<file path="src/rtl/refresh_pkg.sv">
package refresh_pkg;

    typedef enum logic [1:0] {
        LVL_NONE   = 2'd0,
        LVL_NORMAL = 2'd1,
        LVL_URGENT = 2'd2
    } req_level_e;

endpackage

</file>
<file path="src/rtl/refresh_interval_timer.sv">
module refresh_interval_timer #(
    parameter int CNT_W = 16
) (
    input  logic             clk,
    input  logic             rst_n,
    input  logic [CNT_W-1:0] period,
    output logic             tick
);

    typedef struct packed {
        logic [CNT_W-1:0] count;
    } tmr_state_t;

    tmr_state_t st_d, st_q;
    logic [CNT_W:0] count_next;

    // Expire when the cycle now running is the last one of the period.
    assign count_next = {1'b0, st_q.count} + 1'b1;
    assign tick       = (count_next >= {1'b0, period});

    always_comb begin
        st_d = st_q;
        if (tick) begin
            st_d.count = '0;
        end else begin
            st_d.count = st_q.count + 1'b1;
        end
    end

    always_ff @(posedge clk) begin
        if (!rst_n) begin
            st_q <= '0;
        end else begin
            st_q <= st_d;
        end
    end

    // an expiry restarts the period
    assert_timer_restart_R2: assert property (@(posedge clk) disable iff (!rst_n)
        tick |=> (st_q.count == '0));

    // without expiry the timer advances by exactly one
    assert_timer_advance_R2: assert property (@(posedge clk) disable iff (!rst_n)
        !tick |=> (st_q.count == $past(st_q.count) + 1'b1));

endmodule

</file>
<file path="src/rtl/refresh_debt_counter.sv">
module refresh_debt_counter #(
    parameter int MAX_DEBT = 8,
    parameter int DEBT_W   = $clog2(MAX_DEBT + 1)
) (
    input  logic              clk,
    input  logic              rst_n,
    input  logic              tick,
    input  logic              accept,
    output logic [DEBT_W-1:0] debt
);

    localparam logic [DEBT_W-1:0] DEBT_LIMIT = DEBT_W'(MAX_DEBT);

    typedef struct packed {
        logic [DEBT_W-1:0] owed;
    } debt_state_t;

    debt_state_t st_d, st_q;

    always_comb begin
        st_d = st_q;
        unique case ({tick, accept})
            2'b10: begin
                if (st_q.owed < DEBT_LIMIT) begin
                    st_d.owed = st_q.owed + 1'b1;
                end
            end
            2'b01: begin
                if (st_q.owed != '0) begin
                    st_d.owed = st_q.owed - 1'b1;
                end
            end
            default: st_d = st_q;   // idle, or expiry and refresh cancel out
        endcase
    end

    always_ff @(posedge clk) begin
        if (!rst_n) begin
            st_q <= '0;
        end else begin
            st_q <= st_d;
        end
    end

    assign debt = st_q.owed;

    // the debt stays within its bound
    assert_debt_bound_R4: assert property (@(posedge clk) disable iff (!rst_n)
        st_q.owed <= DEBT_LIMIT);

    // a lone accepted refresh pays one off
    assert_ack_step_R3: assert property (@(posedge clk) disable iff (!rst_n)
        (accept && !tick && st_q.owed != '0) |=> (st_q.owed == $past(st_q.owed) - 1'b1));

    // expiry plus refresh in one cycle leaves the debt unchanged
    assert_cancel_R3: assert property (@(posedge clk) disable iff (!rst_n)
        (accept && tick) |=> $stable(st_q.owed));

    // a lone expiry below the limit adds one
    assert_tick_inc_R2: assert property (@(posedge clk) disable iff (!rst_n)
        (tick && !accept && st_q.owed < DEBT_LIMIT) |=> (st_q.owed == $past(st_q.owed) + 1'b1));

endmodule

</file>
<file path="src/rtl/refresh_request_logic.sv">
module refresh_request_logic
    import refresh_pkg::*;
#(
    parameter int MAX_DEBT = 8,
    parameter int DEBT_W   = $clog2(MAX_DEBT + 1)
) (
    input  logic [DEBT_W-1:0] debt,
    input  logic              busy,
    output logic              req_normal,
    output logic              req_urgent
);

    localparam logic [DEBT_W-1:0] DEBT_LIMIT = DEBT_W'(MAX_DEBT);

    req_level_e level;

    always_comb begin
        if (debt >= DEBT_LIMIT) begin
            level = LVL_URGENT;
        end else if ((debt != '0) && !busy) begin
            level = LVL_NORMAL;
        end else begin
            level = LVL_NONE;
        end
    end

    assign req_normal = (level == LVL_NORMAL);
    assign req_urgent = (level == LVL_URGENT);

endmodule

</file>
<file path="src/rtl/refresh_debt_sched.sv">
module refresh_debt_sched #(
    parameter int CNT_W    = 16,
    parameter int MAX_DEBT = 8,
    parameter int DEBT_W   = $clog2(MAX_DEBT + 1)
) (
    input  logic              clk,
    input  logic              rst_n,
    input  logic [CNT_W-1:0]  cfg_interval,
    input  logic              traffic_busy,
    input  logic              ref_ack,
    output logic              ref_req,
    output logic              ref_urgent,
    output logic [DEBT_W-1:0] debt
);

    localparam logic [DEBT_W-1:0] DEBT_LIMIT = DEBT_W'(MAX_DEBT);

    logic tick;
    logic accept;

    refresh_interval_timer #(
        .CNT_W (CNT_W)
    ) u_timer (
        .clk    (clk),
        .rst_n  (rst_n),
        .period (cfg_interval),
        .tick   (tick)
    );

    refresh_request_logic #(
        .MAX_DEBT (MAX_DEBT),
        .DEBT_W   (DEBT_W)
    ) u_req (
        .debt       (debt),
        .busy       (traffic_busy),
        .req_normal (ref_req),
        .req_urgent (ref_urgent)
    );

    // A grant counts only against a request that is actually showing.
    assign accept = ref_ack && (ref_req || ref_urgent);

    refresh_debt_counter #(
        .MAX_DEBT (MAX_DEBT),
        .DEBT_W   (DEBT_W)
    ) u_debt (
        .clk    (clk),
        .rst_n  (rst_n),
        .tick   (tick),
        .accept (accept),
        .debt   (debt)
    );

    // with no request showing and no expiry, the debt holds
    assert_ignore_ack_R7: assert property (@(posedge clk) disable iff (!rst_n)
        (!ref_req && !ref_urgent && !tick) |=> $stable(debt));

    // urgent excludes normal and marks a full debt
    assert_urgent_excl_R6: assert property (@(posedge clk) disable iff (!rst_n)
        ref_urgent |-> (!ref_req && debt == DEBT_LIMIT));

    // busy suppresses the normal request
    assert_busy_hold_R5: assert property (@(posedge clk) disable iff (!rst_n)
        traffic_busy |-> !ref_req);

    // outputs quiet in the first cycle after reset
    assert_reset_quiet_R1: assert property (@(posedge clk)
        !rst_n |=> (debt == '0 && !ref_req && !ref_urgent));

endmodule

</file>
<file path="config.mk">
export PLATFORM = sky130hd
export DESIGN_NAME = refresh_debt_sched
export DESIGN_NICKNAME = d
export VERILOG_FILES = /design/src/rtl/refresh_pkg.sv /design/src/rtl/refresh_interval_timer.sv /design/src/rtl/refresh_debt_counter.sv /design/src/rtl/refresh_request_logic.sv /design/src/rtl/refresh_debt_sched.sv
export SDC_FILE = /design/constraint.sdc
export NUM_CORES = 1
export LEC_CHECK = 0
export BUFFER_PORTS_ARGS = -buffer_cell sky130_fd_sc_hd__buf_4
export CAP_MARGIN = 40
export CORE_ASPECT_RATIO = 1.1
export CORE_MARGIN = 1
export CORE_UTILIZATION = 63
export CTS_BUF_LIST = sky130_fd_sc_hd__clkbuf_8
export DETAILED_ROUTE_END_ITERATION = 8
export GPL_ROUTABILITY_DRIVEN = 0
export PLACE_DENSITY_LB_ADDON = 0.08
export SLEW_MARGIN = 40
export SYNTH_ARGS = -nofsm -noshare
export SYNTH_HDL_FRONTEND = slang
export SYNTH_SLANG_ARGS = --single-unit
</file>
<file path="constraint.sdc">
create_clock -name clk -period 9.9 [get_ports clk]
set_clock_uncertainty 0.2 [all_clocks]
set_input_delay 1.485 -clock clk [delete_from_list [all_inputs] [get_ports clk]]
set_output_delay 1.485 -clock clk [all_outputs]
set_load 0.05 [all_outputs]
</file>
* Word level (Yosys, flattened, before mapping)
Index checks and enable logic that the tools add are counted.
** Word-level totals
- Register bits after elaboration :: 20
- Input port bits :: 20
- Output and inout bits :: 6
- Logic and storage cells :: 29
** Cells by class
- $add $sub $neg :: 4
- Order comparisons :: 3
- Equality and inequality tests :: 6
- Muxes and demuxes :: 5
- Bitwise logic cells :: 1
- Reduce and logical (&&, ||, !) cells :: 8
** Operators by type and width (number)
- adder 16 x 1 -> 17 bit, second input constant :: 1
- >= comparator 17 x 16 -> 1 bit :: 1
- adder 16 x 1 -> 16 bit, second input constant :: 1
- two-way mux 4 bit :: 2
- one-hot mux 4 bit (2 select lines) :: 1
- adder 4 x 1 -> 4 bit, second input constant :: 1
- equality test 2 x 1 -> 1 bit, second input constant :: 2
- equality test 2 bit, second input constant :: 2
- >= comparator 4 bit, second input constant :: 1
- < comparator 4 bit, second input constant :: 1
- inequality test 2 x 1 -> 1 bit, second input constant :: 2
- nonzero test 4 bit :: 1
- subtractor 4 x 1 -> 4 bit, second input constant :: 1
- AND reduction 3 bit :: 1
- logical AND 1 bit :: 2
- two-way mux 2 bit :: 1
- nonzero test 2 bit :: 1
- OR reduction 2 bit :: 1
- zero test 1 bit :: 1
- logical OR 1 bit :: 1
- two-way mux 1 bit :: 1
- inverter 1 bit :: 1

* Longest topological paths before layout
- Depth after elaboration :: 10
- Gate-level depth with buffers :: 15
- Depth with buffers taken out :: 15

* Modules after synthesis
Synthesis repeated with hierarchy kept, for this count alone.
** Second synthesis, totals
- Cell total of the unflattened synthesis :: 180
- Area, all modules :: 1532.7 um^2
** By module, submodules not included
- refresh_interval_timer :: instances 1, cells each 145, area an instance 1216.2 um^2, sequential area each 320.3 um^2
- refresh_debt_counter :: instances 1, cells each 31, area an instance 290.3 um^2, sequential area each 80.1 um^2
- refresh_request_logic :: instances 1, cells each 3, area an instance 18.8 um^2, sequential area each 0.0 um^2
- refresh_debt_sched :: instances 1, cells each 1, area an instance 7.5 um^2, sequential area each 0.0 um^2

* Least setup slack after synthesis
OpenSTA, ideal clock, no wires.
- Path type :: input to output
- From :: input port traffic_busy
- To :: output port ref_req
- Data arrival time :: 2561 ps
- Data required time :: 8215 ps
- Slack :: 5654 ps
- Stages on the path :: 1
- Path buffers :: 0
- Cells stage by stage :: nor3_1
** On the way
- Longest elaborated chain between the ends :: 5
** RTL lines
- from (decl) :: line refresh_debt_sched.sv:9 : input logic traffic_busy,
- zero test 1 bit :: line refresh_request_logic.sv:20 : end else if ((debt != '0) && !busy) begin
- logical AND 1 bit :: line refresh_request_logic.sv:20
- two-way mux 1 bit :: line refresh_request_logic.sv:20
- two-way mux 2 bit :: line refresh_request_logic.sv:18 : if (debt >= DEBT_LIMIT) begin
- equality test 2 x 1 -> 1 bit :: line refresh_request_logic.sv:27 : assign req_normal = (level == LVL_NORMAL);
- to (decl) :: line refresh_debt_sched.sv:11 : output logic ref_req,
Every way passes these cells.

* Final worst setup path
- From :: register u_timer.st_q[0] (netlist name)
- To :: register u_debt.st_q (netlist bit u_debt.debt[3])
** On the way
- Longest elaborated chain between the ends :: 5
- Elaborated cells on any way between the ends :: 9
- Classes of those cells :: 1 x add/sub; 1 x order compare; 4 x eq/ne; 1 x mux; 2 x reduce/logical
** RTL lines
- from (decl) :: line refresh_interval_timer.sv:14 : tmr_state_t st_d, st_q;
- from (signal assigned) :: line refresh_interval_timer.sv:34 : st_q <= st_d;
- adder 16 x 1 -> 17 bit * :: line refresh_interval_timer.sv:18 : assign count_next = {1'b0, st_q.count} + 1'b1;
- named net u_timer.count_next[14] :: line refresh_interval_timer.sv:15 : logic [CNT_W:0] count_next;
- >= comparator 17 x 16 -> 1 bit * :: line refresh_interval_timer.sv:19 : assign tick = (count_next >= {1'b0, period});
- equality test 2 x 1 -> 1 bit / equality test 2 bit (equally long branches) :: line refresh_debt_counter.sv:22 : unique case ({tick, accept})
- inequality test 2 x 1 -> 1 bit (no line) / nonzero test 2 bit (equally long branches)
- AND reduction 3 bit (no line)
- to (signal assigned) :: line refresh_debt_counter.sv:41 : st_q <= st_d;
- to (decl) :: line refresh_debt_counter.sv:18 : debt_state_t st_d, st_q;
The timed path passes the listed nets; every way through them passes the cells marked *.
A chain may end at the register's enable or synchronous reset.

==> run metrics <==
most common cell after layout, fill and taps aside buf_4; main combinational cell family by area after synthesis simple AND/OR/NAND/NOR gates; CP Launch Type flop; DP HPWL 2583 µm; IO Count 26; Post-CTS Hold Buffers 0; share of synthesized area spent on multiplexers 0.006102; Worst-Margin Slew 633.4 ps; status complete, no violations; largest net degree at the start of global routing 17; Bufs on Longest Clock Path 2; cts repair resizes 0; unrepaired setup endpoints after global routing no; Tmin final 4260 ps; Worst EP arrival 4210 ps; Synth Area in Adders 0.1724; initial antenna violation count 0; register area share after synthesis 0.2441; post-route cell area 1911 µm²; Required @ worst endpoint 9850 ps; Synth Warn # 0; element type at the critical path end flop; antenna-violating nets left 0; final setup margin 5640 ps; pre-CTS setup slack 5439 ps; initial DRC count 35; CP Class flop to flop; final setup vio count 0; Placed Area 1839 µm²; CP dominant cell by count ha_1; Clock Pin Slew Worst Setup and Hold Paths 80 ps; gr usage total 0.2660; CTS tree built; crit path max fanout 7; PD cells 120.3 nW/µm²; 1st-pass router iterations 4; final cycle utilization of the critical path 0.4303; Mean Syn Cell Area 9.164 µm²; fmax 234.7 MHz; Overall Power 0.2298 mW; CP top delay family simple AND/OR/NAND/NOR gates; Lkg Pwr 0.8968 nW; Synth Flop Type dfxtp_1; Routed WL per cell 14.23 µm; CTS buffer count 3; die area 2812 µm²; Port-buffer cells 25; Synth async-reset ratio 0; DIE WIDTH 50.65 µm; n_diodes 0; Core Area 2472 µm²; CP max-delay cell a221oi_2; DR vias/cell 5.847; root buffer cell clkbuf_8; first-pass GRT wire length 5692 µm; Initial Util 0.6635; Nets 247; Post-Synthesis Cells 179; synth unique cells 42; P&R area growth vs syn 16.48%; vias in the first global route 1311; Slew Limit Fails 0; CP max stage delay 530 ps; DR vias 1374; # rows 19; commonest non-fill, non-tap cells in the layout 26 x buf_4, 23 x inv_1, 21 x ha_1; post-CTS setup buffer count 0; Setup TNS Final 0 ps; Hold WS 368.3 ps; Total Wirelength 3345 µm; crit path cell chain ha_1 -> nand4_2 -> nor4_2 -> xor2_1 -> ha_1 -> nand3_1 -> nor4_1 -> o21ai_0 -> and3_1 -> ha_1 -> nor2b_1 -> a221oi_2 -> o221a_2 -> nand3_1; # DRC 0; Post-Syn Area 1640 µm²; Syn Nets 221; Post-synth EDFFs 0; H-tree depth 1; Simple-Gate Fraction of Synth Area 0.3051; XOR/XNOR share of the synthesized area 0.08543; Synth Area in Compound Gates 0.1129; Clk Latency, worst-skew pair 260 ps; relative slew slack 0.5778; Final Hold Viols 0; die height 55.52 µm; Worst VDD drop 0.1364 mV; HP Class flop to flop; synthesis-stage register bit count 20; clock sink count 20; total of max-cap violations 0; layout cells sized above 1 0.2500; gr ovfl total 0; CP bufs+invs 0
[flip-flops by register name (all words and copies together) (netlist names)]
signal	count
u_timer.st_q	16
u_debt.debt	4
[routing by layer]
layer,track usage,share of wire,vias up
met4,0.09921,0.015,0
li1,-,-,698
met1,0.3357,0.47,634
met2,0.4514,0.48,36
met5,0,0,-
met3,0.03857,0.035,6
[through the flow]
step | util | cells
floorplan | - | 179
global placement | 0.7439 | 231
detailed placement | 0.7439 | 231
CTS | 0.7728 | 235
global route | 0.7728 | 235
finish | 0.7728 | 235
[power breakdown]
group / leakage, nW / internal [mW] / total (mW) / switching, mW
sequential: 0.162 / 0.0837 / 0.0894 / 0.00569
combinational: 0.699 / 0.0234 / 0.0575 / 0.0340
clock: 0.0357 / 0.0540 / 0.0829 / 0.0289
total: 0.897 / 0.161 / 0.230 / 0.0687
[worst register-to-register path, delay by kind of cell, from the launching register on]
kind / cells / cell delay [ps]
xor+xnor: 1 / 120
fa+ha+maj: 3 / 830
simple gates: 7 / 1540
compound gates: 3 / 1000
flops: 1 / 470
[worst paths after layout]
path,from,endpoint,slack [ps],cells past startpoint
setup / recovery,u_timer.st_q[0]$_SDFF_PP0_,u_debt.debt[3]$_SDFFE_PN0P_,5640,14
hold / removal,u_debt.debt[2]$_SDFFE_PN0P_,u_debt.debt[2]$_SDFFE_PN0P_,370,2
hold reg to reg,u_debt.debt[2]$_SDFFE_PN0P_,u_debt.debt[2]$_SDFFE_PN0P_,370,2
setup reg to reg,u_timer.st_q[0]$_SDFF_PP0_,u_debt.debt[3]$_SDFFE_PN0P_,5640,14
[final cells by class]
| class | count | area [µm²] |
|---|---|---|
| well taps | 31 | 38.79 |
| inverters | 23 | 86.33 |
| clock inverters | 1 | 30.03 |
| multi-input cells | 131 | 1119 |
| fillers | 182 | 561.8 |
| flip-flops and latches | 20 | 400.4 |
| clock buffers | 3 | 41.29 |
| repair buffers | 26 | 195.2 |
[logic make-up after synthesis]
group | Yosys count
buffers and inverters | 28
XOR/XNOR | 16
AND/OR/NAND/NOR | 68
multiplexers | 1
adder cells (fa/ha/maj) | 22
AO/OA/AOI/OAI | 24
flip-flops | 20
[synth_stat cells (2+ instances only)]
cell type	number	area [µm²]
a21o_1	3	22.52
a21oi_1	6	30.03
buf_4	2	15.01
dfxtp_1	20	400.4
ha_1	21	262.8
inv_1	23	86.33
nand2_1	8	30.03
nand3_1	10	50.05
nand4_1	5	31.28
nand4_2	2	25.02
nor2_1	9	33.78
nor2b_1	2	12.51
nor3_1	7	35.03
nor4_1	3	18.77
nor4_2	2	25.02
nor4b_1	4	35.03
nor4b_2	11	165.2
o21ai_0	3	15.01
xnor2_1	7	61.31
xor2_1	9	78.83
Note: power is estimated with default switching activity, not from simulation.
